===== src/rtl/uart_rx_pkg.sv =====
package uart_rx_pkg;

    typedef enum logic [1:0] {
        PAR_NONE  = 2'd0,
        PAR_EVEN  = 2'd1,
        PAR_ODD   = 2'd2,
        PAR_NONE3 = 2'd3
    } par_mode_e;

    typedef enum logic [2:0] {
        S_IDLE,
        S_START,
        S_DATA,
        S_PAR,
        S_STOP,
        S_BRKWAIT
    } rx_state_e;

    typedef struct packed {
        logic       brk;
        logic       ferr;
        logic       perr;
        logic [7:0] data;
    } rx_char_t;

    function automatic logic [4:0] trig_count(input logic [1:0] code);
        case (code)
            2'd0:    return 5'd1;
            2'd1:    return 5'd4;
            2'd2:    return 5'd8;
            default: return 5'd14;
        endcase
    endfunction

    function automatic logic [2:0] last_bit_idx(input logic [1:0] code);
        return 3'd4 + {1'b0, code};
    endfunction

endpackage


===== src/rtl/rx_deframer.sv =====
module rx_deframer
    import uart_rx_pkg::*;
#(
    parameter int OVERSAMPLE  = 16,
    parameter int SYNC_STAGES = 2
) (
    input  logic       clk,
    input  logic       rst,
    input  logic       rx_i,
    input  logic       tick_i,
    input  logic [1:0] cfg_len,
    input  logic [1:0] cfg_par,
    output logic       push_o,
    output rx_char_t   char_o
);
    localparam int CW = $clog2(OVERSAMPLE);
    localparam logic [CW-1:0] MID  = CW'(OVERSAMPLE / 2 - 1);
    localparam logic [CW-1:0] LAST = CW'(OVERSAMPLE - 1);

    logic [SYNC_STAGES-1:0] sync_q;
    logic                   rx_s;
    rx_state_e              state;
    logic [CW-1:0]          tcnt;
    logic [2:0]             bit_idx;
    logic [7:0]             shreg;
    logic                   all_zero;
    logic                   perr_q;
    par_mode_e              pmode;
    logic                   par_on;

    assign rx_s   = sync_q[SYNC_STAGES-1];
    assign pmode  = par_mode_e'(cfg_par);
    assign par_on = (pmode == PAR_EVEN) || (pmode == PAR_ODD);

    always_ff @(posedge clk) begin
        if (rst) sync_q <= '1;
        else     sync_q <= {sync_q[SYNC_STAGES-2:0], rx_i};
    end

    always_ff @(posedge clk) begin
        if (rst) begin
            state    <= S_IDLE;
            tcnt     <= '0;
            bit_idx  <= '0;
            shreg    <= '0;
            all_zero <= 1'b0;
            perr_q   <= 1'b0;
            push_o   <= 1'b0;
            char_o   <= '0;
        end else begin
            push_o <= 1'b0;
            if (tick_i) begin
                case (state)
                    S_IDLE: begin
                        if (!rx_s) begin
                            state <= S_START;
                            tcnt  <= '0;
                        end
                    end
                    S_START: begin
                        tcnt <= tcnt + 1'b1;
                        if (tcnt == MID) begin
                            tcnt <= '0;
                            if (rx_s) begin
                                state <= S_IDLE;
                            end else begin
                                state    <= S_DATA;
                                bit_idx  <= '0;
                                shreg    <= '0;
                                all_zero <= 1'b1;
                                perr_q   <= 1'b0;
                            end
                        end
                    end
                    S_DATA: begin
                        tcnt <= tcnt + 1'b1;
                        if (tcnt == LAST) begin
                            shreg[bit_idx] <= rx_s;
                            all_zero       <= all_zero & ~rx_s;
                            if (bit_idx == last_bit_idx(cfg_len))
                                state <= par_on ? S_PAR : S_STOP;
                            else
                                bit_idx <= bit_idx + 1'b1;
                        end
                    end
                    S_PAR: begin
                        tcnt <= tcnt + 1'b1;
                        if (tcnt == LAST) begin
                            perr_q   <= (^shreg) ^ rx_s ^ (pmode == PAR_ODD);
                            all_zero <= all_zero & ~rx_s;
                            state    <= S_STOP;
                        end
                    end
                    S_STOP: begin
                        tcnt <= tcnt + 1'b1;
                        if (tcnt == LAST) begin
                            push_o <= 1'b1;
                            if (all_zero && !rx_s) begin
                                char_o <= '{brk: 1'b1, ferr: 1'b1, perr: 1'b0, data: 8'h00};
                                state  <= S_BRKWAIT;
                            end else begin
                                char_o <= '{brk: 1'b0, ferr: ~rx_s, perr: perr_q, data: shreg};
                                state  <= S_IDLE;
                            end
                        end
                    end
                    S_BRKWAIT: begin
                        if (rx_s) state <= S_IDLE;
                    end
                    default: state <= S_IDLE;
                endcase
            end
        end
    end
endmodule


===== src/rtl/rx_fifo.sv =====
module rx_fifo
    import uart_rx_pkg::*;
#(
    parameter int DEPTH = 16,
    localparam int AW   = $clog2(DEPTH),
    localparam int LW   = AW + 1
) (
    input  logic          clk,
    input  logic          rst,
    input  logic          push_i,
    input  rx_char_t      din,
    input  logic          pop_i,
    input  logic          stat_clr_i,
    output rx_char_t      dout,
    output logic [LW-1:0] level,
    output logic          full,
    output logic          empty,
    output logic          overrun
);
    rx_char_t       mem [DEPTH];
    logic [AW-1:0]  wr_ptr, rd_ptr;
    logic           do_pop, do_push, drop;

    function automatic logic [AW-1:0] bump(input logic [AW-1:0] p);
        return (p == AW'(DEPTH - 1)) ? '0 : p + 1'b1;
    endfunction

    assign empty   = (level == '0);
    assign full    = (level == LW'(DEPTH));
    assign do_pop  = pop_i && !empty;
    assign do_push = push_i && (!full || do_pop);
    assign drop    = push_i && !do_push;
    assign dout    = mem[rd_ptr];

    always_ff @(posedge clk) begin
        if (do_push) mem[wr_ptr] <= din;
    end

    always_ff @(posedge clk) begin
        if (rst) begin
            wr_ptr  <= '0;
            rd_ptr  <= '0;
            level   <= '0;
            overrun <= 1'b0;
        end else begin
            if (do_push) wr_ptr <= bump(wr_ptr);
            if (do_pop)  rd_ptr <= bump(rd_ptr);
            case ({do_push, do_pop})
                2'b10:   level <= level + 1'b1;
                2'b01:   level <= level - 1'b1;
                default: level <= level;
            endcase
            if (drop)            overrun <= 1'b1;
            else if (stat_clr_i) overrun <= 1'b0;
        end
    end
endmodule


===== src/rtl/rx_flow.sv =====
module rx_flow
    import uart_rx_pkg::*;
#(
    parameter int LW = 5
) (
    input  logic [LW-1:0] level,
    input  logic [1:0]    cfg_trig,
    input  logic          cfg_autorts,
    output logic          dma_req,
    output logic          rts_o
);
    logic [LW-1:0] thresh;
    logic          at_trig;

    assign thresh  = LW'(trig_count(cfg_trig));
    assign at_trig = (level >= thresh);
    assign dma_req = at_trig;
    assign rts_o   = !cfg_autorts || !at_trig;
endmodule


===== src/rtl/uart_rx_fc.sv =====
module uart_rx_fc
    import uart_rx_pkg::*;
#(
    parameter int DEPTH      = 16,
    parameter int OVERSAMPLE = 16,
    localparam int LVL_W     = $clog2(DEPTH) + 1
) (
    input  logic             clk,
    input  logic             rst,
    input  logic             rx_i,
    input  logic             tick_i,
    input  logic [1:0]       cfg_len,
    input  logic [1:0]       cfg_par,
    input  logic [1:0]       cfg_trig,
    input  logic             cfg_autorts,
    input  logic             rd_i,
    input  logic             stat_rd_i,
    output logic [7:0]       rd_data,
    output logic             rd_perr,
    output logic             rd_ferr,
    output logic             rd_brk,
    output logic [LVL_W-1:0] fifo_level,
    output logic             fifo_empty,
    output logic             fifo_full,
    output logic             data_ready,
    output logic             overrun,
    output logic             dma_req,
    output logic             rts_o
);
    logic     rx_push;
    rx_char_t rx_char;
    rx_char_t head;

    rx_deframer #(.OVERSAMPLE(OVERSAMPLE), .SYNC_STAGES(2)) u_deframer (
        .clk(clk), .rst(rst), .rx_i(rx_i), .tick_i(tick_i),
        .cfg_len(cfg_len), .cfg_par(cfg_par),
        .push_o(rx_push), .char_o(rx_char)
    );

    rx_fifo #(.DEPTH(DEPTH)) u_fifo (
        .clk(clk), .rst(rst), .push_i(rx_push), .din(rx_char),
        .pop_i(rd_i), .stat_clr_i(stat_rd_i), .dout(head),
        .level(fifo_level), .full(fifo_full), .empty(fifo_empty),
        .overrun(overrun)
    );

    rx_flow #(.LW(LVL_W)) u_flow (
        .level(fifo_level), .cfg_trig(cfg_trig), .cfg_autorts(cfg_autorts),
        .dma_req(dma_req), .rts_o(rts_o)
    );

    assign rd_data    = head.data;
    assign rd_perr    = head.perr;
    assign rd_ferr    = head.ferr;
    assign rd_brk     = head.brk;
    assign data_ready = !fifo_empty;
endmodule


===== config.mk =====
export PLATFORM = sky130hd
export DESIGN_NAME = uart_rx_fc
export DESIGN_NICKNAME = d
export VERILOG_FILES = /design/src/rtl/uart_rx_pkg.sv /design/src/rtl/rx_deframer.sv /design/src/rtl/rx_fifo.sv /design/src/rtl/rx_flow.sv /design/src/rtl/uart_rx_fc.sv
export SDC_FILE = /design/constraint.sdc
export NUM_CORES = 1
export LEC_CHECK = 0
export BUFFER_PORTS_ARGS = -buffer_cell sky130_fd_sc_hd__buf_2
export CAP_MARGIN = 5
export CORE_MARGIN = 1
export CORE_UTILIZATION = 48
export CTS_BUF_LIST = sky130_fd_sc_hd__clkbuf_8
export CTS_CLUSTER_DIAMETER = 60
export DETAILED_ROUTE_END_ITERATION = 8
export SYNTH_ARGS = -nofsm -noshare
export SYNTH_HDL_FRONTEND = slang
export SYNTH_SLANG_ARGS = --single-unit

===== constraint.sdc =====
create_clock -name clk -period 5.7 [get_ports clk]
set_input_delay 0.285 -clock clk [delete_from_list [all_inputs] [get_ports clk]]
set_output_delay 0.285 -clock clk [all_outputs]
set_load 0.05 [all_outputs]

# [Word level (Yosys, flattened, before mapping)]
# Memory sizes are Yosys's and may differ from the RTL's. A register that Yosys moved wholly into a read port is not among the register bits.
# Cells that the tools add are included.
[classes] n_div=0 order_cmp=3 n_reduce_logical=34 bitwise_logic=6 shift=0 n_mux=46 mul=0 add_sub_neg=7 eq_ne=27
[op_table] operator="$mux 3" count=13
[op_table] operator="$mux 4" count=6
[op_table] operator="$mux 8" count=3
[op_table] operator="$pmux 4 s3" count=2
[op_table] operator="$pmux 3 s6" count=1
[op_table] operator="$pmux 8 s2" count=1
[op_table] operator="$reduce_and 5->1" count=3
[op_table] operator="$ne 2x1->1 const B" count=7
[op_table] operator="$add 4x1->4 const B" count=3
[op_table] operator="$eq 4x4->1 const B" count=3
[op_table] operator="$mux 1" count=12
[op_table] operator="$mux 11" count=1
[op_table] operator="$pmux 5 s2" count=1
[op_table] operator="$reduce_bool 2->1" count=5
[op_table] operator="$bwmux 8" count=1
[op_table] operator="$reduce_and 8->1" count=1
[op_table] operator="$reduce_xor 8->1" count=1
[op_table] operator="$eq 2x1->1 const B" count=3
[op_table] operator="$eq 2x2->1 const B" count=3
[op_table] operator="$eq 3x2->1 const B" count=2
[op_table] operator="$eq 3x3->1 const B" count=2
[op_table] operator="$logic_not 1->1" count=6
[op_table] operator="$ne 2x2->1 const B" count=3
[op_table] operator="$pmux 3 s2" count=1
[op_table] operator="other kinds (27)" count=39
[word_totals] reg_bits=48 latch_bits=0 mem_bits_rw=176 inputBits=13 output_inout_bits=22 rom_bits=0 memories=1 wordCells=140
[mem_list] memory="u_fifo.mem" depth=16 width=11 read_ports=1 rd_ports_with_merged_regs=1 wr=1 line="rx_fifo.sv:20" text="rx_char_t mem [DEPTH];"

# [Logic depth before layout (Yosys ltp)]
# Gate-level depths: netlist of the first run.
[depth] ltp_word=8 ltp_mapped=13 mapped_depth_nobuf=11

# [Cells and area by module]
# Synthesis of the first run repeated with hierarchy kept, for this count alone.
[unflattened] cells_unflattened=634 area_unflattened_um2=9598.0
[by_module_without_submodules] mod="rx_fifo" cells_per_inst=402 seq_area_each_um2=5645.4 instances=1 area_each_um2=7703.6
[by_module_without_submodules] mod="rx_deframer" cells_per_inst=215 seq_area_each_um2=680.7 instances=1 area_each_um2=1776.7
[by_module_without_submodules] mod="rx_flow" cells_per_inst=16 seq_area_each_um2=0.0 instances=1 area_each_um2=113.9
[by_module_without_submodules] mod="uart_rx_fc" cells_per_inst=1 seq_area_each_um2=0.0 instances=1 area_each_um2=3.8

# [Worst setup path before layout of the first run]
# OpenSTA, ideal clock, no wires.
[synth_timing] path_kind="flip-flop to flip-flop" from="reg u_fifo.level[1]" to="reg u_fifo.level[4]" setup_slack_ps=2433 path_stages_with_launch=13 setup_time_ps=121 synth_period_minus_slack_ps=3267 path_buffers=2 required_ps=5579 t_arrival_ps=3146 path_cell_list="dfxtp_1 clkbuf_1 nor4_2 a21oi_1 ha_1 clkbuf_1 xor2_1 ha_1 a21o_1 nand2_1 a21o_1 a31oi_1 mux2_2"
[synth_between] elab_chain_cells=7 elab_cells_between_ends=13 cone_classes="add/sub: 2; eq/ne: 3; mux: 1; reduce/logical: 7"
[synth_lines] item="start, declared" line="rx_fifo.sv:15" text="output logic [LW-1:0] level,"
[synth_lines] item="start signal, assigned" line="rx_fifo.sv:49" text="2'b10: level <= level + 1'b1;"
[synth_lines] item="start signal, assigned" line="rx_fifo.sv:50" text="2'b01: level <= level - 1'b1;"
[synth_lines] item="start signal, assigned" line="rx_fifo.sv:51" text="default: level <= level;"
[synth_lines] item="$logic_not 5->1 (*)" line="rx_fifo.sv:28" text="assign empty = (level == '0);"
[synth_lines] item="$logic_not 1->1 (*)" line="rx_fifo.sv:30" text="assign do_pop = pop_i && !empty;"
[synth_lines] item="$logic_and 1x1->1 (*)" line="rx_fifo.sv:30"
[synth_lines] item="named net u_fifo.do_pop" line="rx_fifo.sv:22" text="logic do_pop, do_push, drop;"
[synth_lines] item="$logic_or 1x1->1" line="rx_fifo.sv:31" text="assign do_push = push_i && (!full || do_pop);"
[synth_lines] item="$logic_and 1x1->1" line="rx_fifo.sv:31"
[synth_lines] item="$eq 2x1->1 / $eq 2x2->1 (equally long branches)" line="rx_fifo.sv:48" text="case ({do_push, do_pop})"
[synth_lines] item="$pmux 5 s2 / $reduce_bool 2->1 (equally long branches)"
# Mark *: on every way through the listed nets, which the timed path passes. The rest lies on a longest branch.
# A chain may end at the register's enable or synchronous reset.

==> out/metrics.cfg, run 1 <==
[outcome]
status = completed

[power_and_ir_drop]
ir_drop_v = 0.0001513
p_leak_nw = 4.043
power_frac_seq_pct = 56.8
clock_power_share_pct = 42.2
p_per_area_nw_per_um2 = 291.1
p_sw_share_pct = 20.69
p_int_mw = 2.473
p_sw_uw = 645.1
pwr-share-comb_pct = 1.1

[timing]
hold_slack_ns = 0.03332
fmaxAchievable_ghz = 0.2803
worstMarginPinSlew_ns = 1.091
hold_violations = 0
slew_headroom_pct = 27.07
setup_ws_ns = 2.132
rsz0062_at_grt = false
skew_ns = 0.01871
setup_viol = 0
finalCritPeriodShare_pct = 62.59
final.setup.tns_ns = 0
slew_viol_final = 0
fin_crit_ns = 3.568

[synthesis]
yosys_warnings = 0
yosys.area.top_type = edfxtp_1
synth_edf_count = 176
synth-seq-cells = 228
ys_top_cells_by_count = 176 x edfxtp_1, 59 x nor2_1, 55 x mux4_2
seq_area_frac_synth_pct = 66.79
synth.cell_area_sq_um = 9472
yosysTopAreaCellShare_pct = 55.80
synthTopCellsByArea = edfxtp_1 56%, mux4_2 13%, dfxtp_1 11%
syn_nets = 654
synth_cell_type_count = 46
yosysMostFrequentCell = edfxtp_1
syn_inst = 626
ys.flop_type = edfxtp_1
syn_avg_cell_area_sq_um = 15.13
async_flop_share_pct = 0

[detailed_routing]
drt_pre_antenna_iters = 4
drc = 0
wl_per_cell_um = 19.89
vias = 5363
vias_per_cell = 5.472
drtIter0Drc = 357
antenna_left = 0
finalWirelength_um = 19500

[placed_design]
dp_slack_ns = 2.568
port_buffers = 34
placedCellCount = 911
dpl_cell_area_sq_um = 9997
hpwl_um = 11890
place_congestion = 0.7645

[finish]
area_growth_pct = 13.08
num_antenna_cells = 0
fin_cells = 980
nets = 715
final_area_sq_um = 10710
drive_above_1_share_pct = 24.34

[critical_path]
path_class = flop to output pin
crit_fanout = 28
slowest_stage = dfxtp_2
crit_path_start_kind = flop
cp_common_cell = mux4_2
crit_chain = buf_4 -> mux4_2 -> mux4_2 -> buf_2
worstPathRequired_ns = 5.41
setup.worst_path.end_class = output pin
cp.arrival_ns = 3.28
cp_slowest_stage_delay_ns = 1.01

[cts]
htreeDepth = 2
cts_buffer_depth = 3
root_buffer = clkbuf_8
clock_latency_ns = 0.53
clock-sinks = 228
clkTransAtPathRegs_ns = 0.06
cts_tree = yes
cts_resized = 0
cts_hold_buf = 1
cts_buffers = 38
post-cts-setup-buffers = 0

[floorplanning]
ioPinCount = 35
die_area_sq_um = 20300
chipWidth_um = 142.5
start_util_pct = 48.83
core.rowCount = 51
chipHeight_um = 142.5
coreArea_sq_um = 19400

[global_route]
grt_pass1_vias = 5346
grt_usage_pct = 20.13
overflow = 0
grt_pass1_wl_um = 29950
antenna_found_initial = 0
grt_max_degree = 51

[min_path]
hold_path_class = input pin to flop

[flow_run]
max_cap_violations = 0

## critical path, delay by kind of cell, from the launching register on
family,cells,cell delay [ns]
buffers and inverters,2,0.70
flip-flops,1,1.01
multiplexers,2,1.03
## worst paths after layout
check	start	endpoint	slack, ns	depth (start not counted)
max	flop	rd_perr	2.13	4
min	stat_rd_i	u_fifo.overrun	0.03	3
max reg2reg	u_fifo.level[1]	u_fifo.level[4]	2.65	10
min reg2reg	u_deframer.sync_q[0]	u_deframer.sync_q[1]	0.41	1
## metrics by stage
| step | util, % | total power [mW] |
|---|---|---|
| floorplan | - | 1.827 |
| global placement | 51.54 | 1.836 |
| detailed placement | 51.54 | 1.838 |
| CTS | 55.21 | 3.151 |
| global route | 55.21 | 3.223 |
| finish | 55.21 | 3.118 |
## cells in the final DEF, fill, tap and decap left out, types with 4 or more instances in the layout
cell	n
edfxtp_1	176
nor2_1	59
mux4_2	55
dfxtp_1	50
a21oi_1	49
nand2_1	43
clkbuf_8	43
buf_2	34
inv_1	30
buf_4	18
o21ai_0	16
nand3_1	15
ha_1	15
xnor2_1	13
nand2b_1	8
clkinv_1	6
nor2b_1	5
xor2_1	5
a21o_1	5
nor3_2	5
nand4_1	4
nand3b_1	4
a31oi_1	4
or2_2	4
nor3_1	4
clkinv_2	4
## power by group through the flow
| stage | sequential, mW | combinational (mW) | clock (mW) |
|---|---|---|---|
| 2_1_floorplan | 1.80 | 0.0246 | 0 |
| 3_3_place_gp | 1.80 | 0.0318 | 0 |
| 3_5_place_dp | 1.80 | 0.0331 | 0 |
| 4_1_cts | 1.77 | 0.0336 | 1.35 |
| 5_1_grt | 1.77 | 0.0371 | 1.42 |
| 6_report | 1.77 | 0.0333 | 1.31 |
## cell type report
class                   count  area (sq um)
fillers                  1612          8688
clock inverters            25         111.4
clock buffers              43         591.8
repair buffers             53         315.3
well taps                 265         331.6
inverters                  18         67.56
flip-flops and latches    228          6329
multi-input cells         348          2964
## cells by family after synthesis
logic type	Yosys count	synth area share, %
adders and majority gates	15	1.982
and+or+nand+nor	167	8.454
DFF	228	66.79
xor gates and xnor gates	18	1.664
AOI/OAI and AO/OA	89	5.469
muxes	59	13.51
buffers and inverters	50	2.127
## routing by layer
| metal | wire length, um | global-route usage, % |
|---|---|---|
| met1 | 8457 | 27.38 |
| met2 | 9683 | 32.71 |
| met3 | 976 | 4.071 |
| met4 | 380 | 6.169 |
| met5 | 0 | 0 |
## sequential cells by signal, summed over array words and instances (netlist names), 3 cells and up, named ones only
name and count:
u_deframer.bit_idx 3, u_deframer.shreg 8, u_fifo.level 5, u_fifo.rd_ptr 4
u_deframer.state 3, u_fifo.mem 176, u_deframer.char_o 11, u_fifo.wr_ptr 4
u_deframer.tcnt 4
(Power assumes the default switching activity.)
==> run 2: changes to the inputs <==
- PLACE_DENSITY: unset -> 0.67
- clock period: 5.7 -> 2.9 ns (I/O delays scaled with it)
==> run 2 against run 1 <==
  * Core utilization increased by 0.62 points
  * Flip-flop and latch count unchanged
  * Count of clock-buffer cells in the layout decreased by 3
  * Via count increased by 2.0%
  * Clock skew increased by 0.0062 ns
  * Worst hold slack improved by 0.063 ns
  * Clock power increased by 95%
  * Non-clock buffer count increased by 9
  * Sequential power increased by 97%
  * First-iteration DRC count increased by 31%
  * Die area unchanged
  * Combinational power increased by 100%
  * Highest routed layer unchanged
==> out/metrics.cfg, run 2 (synthesis results as in run 1) <==
[power_and_ir_drop]
p_sw_mw = 1.246  ; +93%
ir_drop_v = 0.0002678  ; +77%
p_int_mw = 4.857  ; +96%
p_sw_share_pct = 20.42  ; -0.27 points
p_leak_nw = 4.090  ; +1.2%
clock_power_share_pct = 41.9  ; -0.3 points
pwr-share-comb_pct = 1.1  ; about the same
p_per_area_nw_per_um2 = 563.5  ; +94%
power_frac_seq_pct = 57.0  ; +0.2 points

[timing]
skew_ns = 0.02492  ; +0.006210 ns
final.setup.tns_ns = 0  ; unchanged
setup_ws_ns = 0.2036  ; -1.929 ns
finalCritPeriodShare_pct = 92.98
worstMarginPinSlew_ns = 1.128  ; +0.03720 ns
hold_slack_ns = 0.09669  ; +0.06337 ns
slew_headroom_pct = 24.53  ; -2.5 points
fin_crit_ns = 2.696
setup_viol = 0  ; unchanged
rsz0062_at_grt = false
slew_viol_final = 0  ; unchanged
hold_violations = 0  ; unchanged
fmaxAchievable_ghz = 0.3709

[flow_run]
max_cap_violations = 0  ; unchanged

[cts]
htreeDepth = 2  ; unchanged
clock_latency_ns = 0.52  ; about the same
cts_tree = yes
root_buffer = clkbuf_8
cts_buffers = 37  ; -2.6%
clkTransAtPathRegs_ns = 0.06  ; about the same
cts_buffer_depth = 3  ; unchanged
clock-sinks = 228  ; unchanged

[detailed_routing]
antenna_left = 0  ; unchanged
drt_pre_antenna_iters = 4  ; unchanged
wl_per_cell_um = 19.30  ; -3.0%
finalWirelength_um = 19070  ; -2.2%
drtIter0Drc = 466  ; +31%
drc = 0  ; unchanged
vias_per_cell = 5.534  ; +1.1%
vias = 5468  ; +2.0%

[finish]
drive_above_1_share_pct = 24.90  ; +0.56 points
top_register = u_fifo.mem
reg_top3 = u_fifo.mem x176, u_deframer.char_o x11, u_deframer.shreg x8
fin_cells = 988  ; +0.82%
num_antenna_cells = 0  ; unchanged
nets = 723  ; +1.1%
layout_common_cells = 176 x edfxtp_1, 59 x nor2_1, 55 x mux4_2
area_growth_pct = 14.35
fin_util_pct = 55.83  ; +0.62 points
final_common_cell = edfxtp_1
largest_reg_flops = 176  ; unchanged

[placed_design]
hpwl_um = 11840  ; -0.40%
port_buffers = 34  ; unchanged
placedCellCount = 917  ; +0.66%
dp_slack_ns = 0.1936  ; -2.375 ns
place_congestion = 0.8003  ; +4.7%

[floorplanning]
coreArea_sq_um = 19400  ; unchanged
die_area_sq_um = 20300  ; unchanged
core.rowCount = 51  ; unchanged
chipWidth_um = 142.5  ; unchanged
ioPinCount = 35  ; unchanged
chipHeight_um = 142.5  ; unchanged
start_util_pct = 48.83  ; unchanged

[critical_path]
cp.arrival_ns = 3.10  ; -0.18 ns
crit_buf_inv = 2  ; unchanged
crit_start = u_fifo.level[0]
worstReg2RegStart = u_fifo.level[0]
path_class = flop to flop
crit_path_start_kind = flop
crit_family = compound AO/OA/AOI/OAI gates
crit_chain = nor4_4 -> buf_4 -> a31oi_4 -> inv_1 -> ha_1 -> xor2_1 -> ha_1 -> a21o_1 -> nand2_1 -> a21o_1 -> a31oi_1 -> mux2_2
slowest_stage = dfxtp_2
setup.worst_path.end_class = flop
crit_fanout = 10  ; -64%
cp_slowest_stage_delay_ns = 0.36  ; -0.65 ns
worstPathRequired_ns = 3.30  ; -2.11 ns

[outcome]
status = completed

[global_route]
grt_max_degree = 51  ; unchanged
grt_usage_pct = 19.85  ; -0.28 points
antenna_found_initial = 0  ; unchanged
grt_pass1_wl_um = 29940  ; about the same
grt_pass1_vias = 5558  ; +4.0%
overflow = 0  ; unchanged

[min_path]
hold_path_class = input pin to flop
min_from = tick_i

==> run 2: cell count changes in the layout (fill, tap and decap cells not counted), moves of 2 or more <==
cell           change
clkinv_1           +6
buf_4              +4
dfxtp_1            -4
clkinv_2           -2
dlygate4sd3_1      +2
clkbuf_8           -3
dfxtp_2            +3
buf_12             +3
==> run 2: area by class of cell <==
class                      instances  area [sq um]
multi-input combinational        348          2985
clock buffer                      40         550.5
inverter                          18         67.56
clock inverter                    27         133.9
fill                            1563          8568
timing repair buffer              62         425.4
sequential                       228          6336
tap                              265         331.6
==> run 2: per-stage QoR <==
step	area, sq um	total power [mW]
2_1_floorplan	9500	3.591
3_3_place_gp	10110	3.609
3_5_place_dp	10110	3.612
4_1_cts	10820	6.177
5_1_grt	10830	6.318
6_report	10830	6.103
==> run 2: timing repair <==
item / 4_1_cts / 5_1_grt
gates resized for setup: 0 / 1
hold buffers: 3 / 0
endpoints found under the hold margin: 2 / 0
setup buffers: 0 / 1
endpoints found under the setup margin: 0 / 10
==> run 2: power groups by stage <==
stage / combinational, mW / sequential, mW / clock (mW)
floorplan: 0.0487 / 3.54 / 0
CTS: 0.0672 / 3.48 / 2.63
global route: 0.0741 / 3.47 / 2.77
global placement: 0.0624 / 3.55 / 0
finish: 0.0667 / 3.48 / 2.56
detailed placement: 0.0650 / 3.55 / 0
==> run 2: tightest hold or removal path, cell delays in order <==
cell and delay, ns:
buf_2 0.13, and3_1 0.15, nand3_1 0.08, a21oi_1 0.06
==> run 2: path summary, 6_finish.rpt <==
| check | to | slack [ns] | cells after the start |
|---|---|---|---|
| setup / recovery | u_fifo.level[4] | 0.20 | 12 |
| hold / removal | u_deframer.tcnt[1] | 0.1 | 4 |
| setup reg to reg | u_fifo.level[4] | 0.20 | 12 |
| hold reg to reg | u_deframer.sync_q[1] | 0.41 | 1 |
==> run 2: per-layer routing <==
| layer | GRT usage (%) | up-vias | share of wire, % |
|---|---|---|---|
| met2 | 33.23 | 165 | 49 |
| met1 | 25.22 | 2718 | 43 |
| li1 | - | 2544 | - |
| met5 | 0 | - | 0 |
| met4 | 7.244 | 0 | 2.4 |
| met3 | 4.677 | 41 | 5.9 |
==> run 3: changes to the inputs <==
- ABC_AREA: unset -> 1
==> run 3 against run 2 <==
  * Register-to-register slack improved by 0.31 ns
  * Power grew 57%
  * Critical endpoint is now rd_ferr
  * Count of clock-buffer cells in the layout is 2 lower
  * Flip-flop and latch count stayed put
  * Design area up 2.2%
  * Global-route usage is 1.3 points higher
  * Fmax rose by 4.3%
  * Synthesized cell count rose by 50%
  * Critical path type is now flop to output pin
  * Wire length grew 15%
  * Synthesized area increased by 3.9%
==> out/metrics.cfg, run 3 <==
[cts]
root_buffer = clkbuf_8
clkTransAtPathRegs_ns = 0.06  ; about the same
clock_latency_ns = 0.53  ; about the same
cts_resized = 0  ; unchanged
cts_tree = yes
cts_buffer_depth = 3  ; unchanged
clock-sinks = 228  ; unchanged
cts_buffers = 37  ; unchanged
post-cts-setup-buffers = 0  ; unchanged
htreeDepth = 2  ; unchanged

[synthesis]
yosysMostFrequentCell = edfxtp_1
synth_cell_type_count = 36  ; -22%
synthTopCellsByArea = edfxtp_1 54%, dfxtp_1 11%, nor2_1 5.7%
ys_top_cells_by_count = 176 x edfxtp_1, 149 x nor2_1, 131 x nand2_1
synth_edf_count = 176  ; unchanged
yosys_warnings = 0  ; unchanged
yosysTopAreaCellShare_pct = 53.69  ; -2.1 points
syn_avg_cell_area_sq_um = 10.51  ; -31%
ys.flop_type = edfxtp_1
syn_nets = 965  ; +48%
yosys.area.top_type = edfxtp_1
synth.cell_area_sq_um = 9843  ; +3.9%
seq_area_frac_synth_pct = 64.27  ; -2.5 points
async_flop_share_pct = 0  ; unchanged
syn_inst = 937  ; +50%
synth-seq-cells = 228  ; unchanged

[timing]
worstMarginPinSlew_ns = 0.6817  ; -0.4462 ns
fmaxAchievable_ghz = 0.3869  ; +4.3%
setup_viol = 0  ; unchanged
skew_ns = 0.01504  ; -0.009888 ns
slew_viol_final = 0  ; unchanged
fin_crit_ns = 2.584  ; -0.1120 ns
final.setup.tns_ns = 0  ; unchanged
rsz0062_at_grt = false
hold_violations = 0  ; unchanged
finalCritPeriodShare_pct = 89.12  ; -3.9 points
slew_headroom_pct = 54.49  ; +30 points
hold_slack_ns = 0.05065  ; -0.04604 ns

[floorplanning]
chipWidth_um = 145.2  ; +1.9%
die_area_sq_um = 21080  ; +3.9%
core.rowCount = 52  ; +2.0%
start_util_pct = 48.80  ; about the same
ioPinCount = 35  ; unchanged
chipHeight_um = 145.2  ; +1.9%
coreArea_sq_um = 20170  ; +4.0%

[finish]
layout_common_cells = 176 x edfxtp_1, 149 x nor2_1, 131 x nand2_1
area_growth_pct = 12.43
fin_util_pct = 54.87  ; -0.96 points
nets = 1022  ; +41%
num_antenna_cells = 0  ; unchanged
top_register = u_fifo.mem
reg_top3 = u_fifo.mem x176, u_deframer.char_o x11, u_deframer.shreg x8
largest_reg_flops = 176  ; unchanged
drive_above_1_share_pct = 13.61  ; -11 points
final_common_cell = edfxtp_1

[placed_design]
hpwl_um = 13350  ; +13%
port_buffers = 34  ; unchanged
place_congestion = 0.8662  ; +8.2%

[global_route]
overflow = 0  ; unchanged
grt_pass1_wl_um = 34910  ; +17%
grt_max_degree = 89  ; +75%
grt_usage_pct = 21.12  ; +1.3 points
antenna_found_initial = 0  ; unchanged
grt_pass1_vias = 6637  ; +19%

[critical_path]
worstPathRequired_ns = 2.76  ; -0.54 ns
cp.arrival_ns = 2.44  ; -0.66 ns
crit_fanout = 27  ; +17
worstReg2RegStart = u_fifo.level[1]
r2r_setup_slack_ns = 0.51  ; +0.31 ns
crit_path_start_kind = flop
path_class = flop to output pin
setup.worst_path.end_class = output pin
r2r-end = u_fifo.level[4]
reg2reg_depth = 16  ; +4
crit_path_end = rd_ferr

[detailed_routing]
drt-met1-wl_um = 9869  ; +20%
wl_per_cell_um = 16.97  ; -12%
vias_per_cell = 5.452  ; -1.5%
drt_pre_antenna_iters = 5  ; +1
dr_wl_met3_um = 1416  ; +26%
drc = 0  ; unchanged
route.met2.wl_um = 10160  ; +9.7%
top_layer_used = met4
drtIter0Drc = 537  ; +15%
finalWirelength_um = 21900  ; +15%
vias = 7038  ; +29%
antenna_left = 0  ; unchanged

[power_and_ir_drop]
p_leak_nw = 4.345  ; +6.2%
p_per_area_nw_per_um2 = 865.3  ; +54%
ir_drop_v = 0.001042  ; +290%
power.total_mw = 9.576  ; +57%

[flow_run]
max_cap_violations = 0  ; unchanged

[min_path]
hold_path_class = input pin to flop

[outcome]
status = completed

[run 3: changes by cell type in the layout (fill, tap and decap cells not counted), moves of 9 or more]
| cell | change |
|---|---|
| nor2_1 | +90 |
| o221ai_1 | +33 |
| o22ai_1 | +9 |
| a21oi_1 | -12 |
| nor3_1 | +9 |
| inv_1 | +40 |
| nand4_1 | +9 |
| xnor2_1 | -9 |
| nand2_1 | +88 |
| nand3_1 | +22 |
| o211ai_1 | +12 |
| o21ai_0 | +95 |
| mux4_2 | -55 |
[run 3: kinds of logic (layout without fill, tap and decap cells)]
family / after synthesis / count (layout) / share of synthesized area [%]
AOI/OAI and AO/OA: 211 / 211 / 12.66
adders and majority gates: 15 / 15 / 1.907
DFF: 228 / 228 / 64.27
and+or+nand+nor: 367 / 367 / 15.98
xor gates and xnor gates: 8 / 8 / 0.7118
buffers and inverters: 108 / 192 / 4.474
[run 3: area by class of cell]
cell class	instances	area, sq um
inverter	64	240.2
fill	1780	9102
clock buffer	38	523.0
sequential	228	6327
tap	270	337.8
multi-input combinational	601	3082
clock inverter	28	143.9
timing repair buffer	62	412.9
[run 3: how the worst min path moves through the flow]
stage,from,end,slack (ns),cells past startpoint
after CTS,rd_i,flop,0.02,4
after detailed placement,rx_i,u_deframer.sync_q[0],0.35,2
after global routing,rd_i,flop,0.09,4
final,rd_i,flop,0.05,4
after global placement,rx_i,u_deframer.sync_q[0],0.34,2
after floorplan,rx_i,u_deframer.sync_q[0],0.25,1
[run 3: critical path, cell delays in order (launching register included)]
cell      delay [ns]
dfxtp_2         0.34
inv_2           0.36
buf_4           0.36
o21ai_0         0.15
o221ai_1        0.19
o211ai_1        0.12
nand2_1         0.11
buf_2           0.27
[run 3: power by group]
group / internal (mW) / switching, mW / total (mW)
logic: 0.956 / 2.43 / 3.39
registers: 3.56 / 0.110 / 3.67
clock network: 1.31 / 1.21 / 2.51
[run 3: through the flow]
stage | instances | setup WS (ns) | area (sq um)
2_1_floorplan | 937 | 0.03875 | 9843
3_3_place_gp | 1222 | 0.6644 | 10370
5_1_grt | 1291 | 0.1786 | 11070
4_1_cts | 1291 | 0.2900 | 11070
3_5_place_dp | 1222 | 0.6230 | 10370
6_report | 1291 | 0.3156 | 11070
[run 3: what timing repair did]
item	CTS	global route
endpoints found under the setup margin	0	0
hold buffers	3	0
endpoints found under the hold margin	2	0
[run 3: routing by layer]
metal	vias to the layer above	global-route usage [%]
met5	-	0
met2	231	34.09
met3	38	3.805
met4	0	8.000
li1	3445	-
met1	3324	28.51
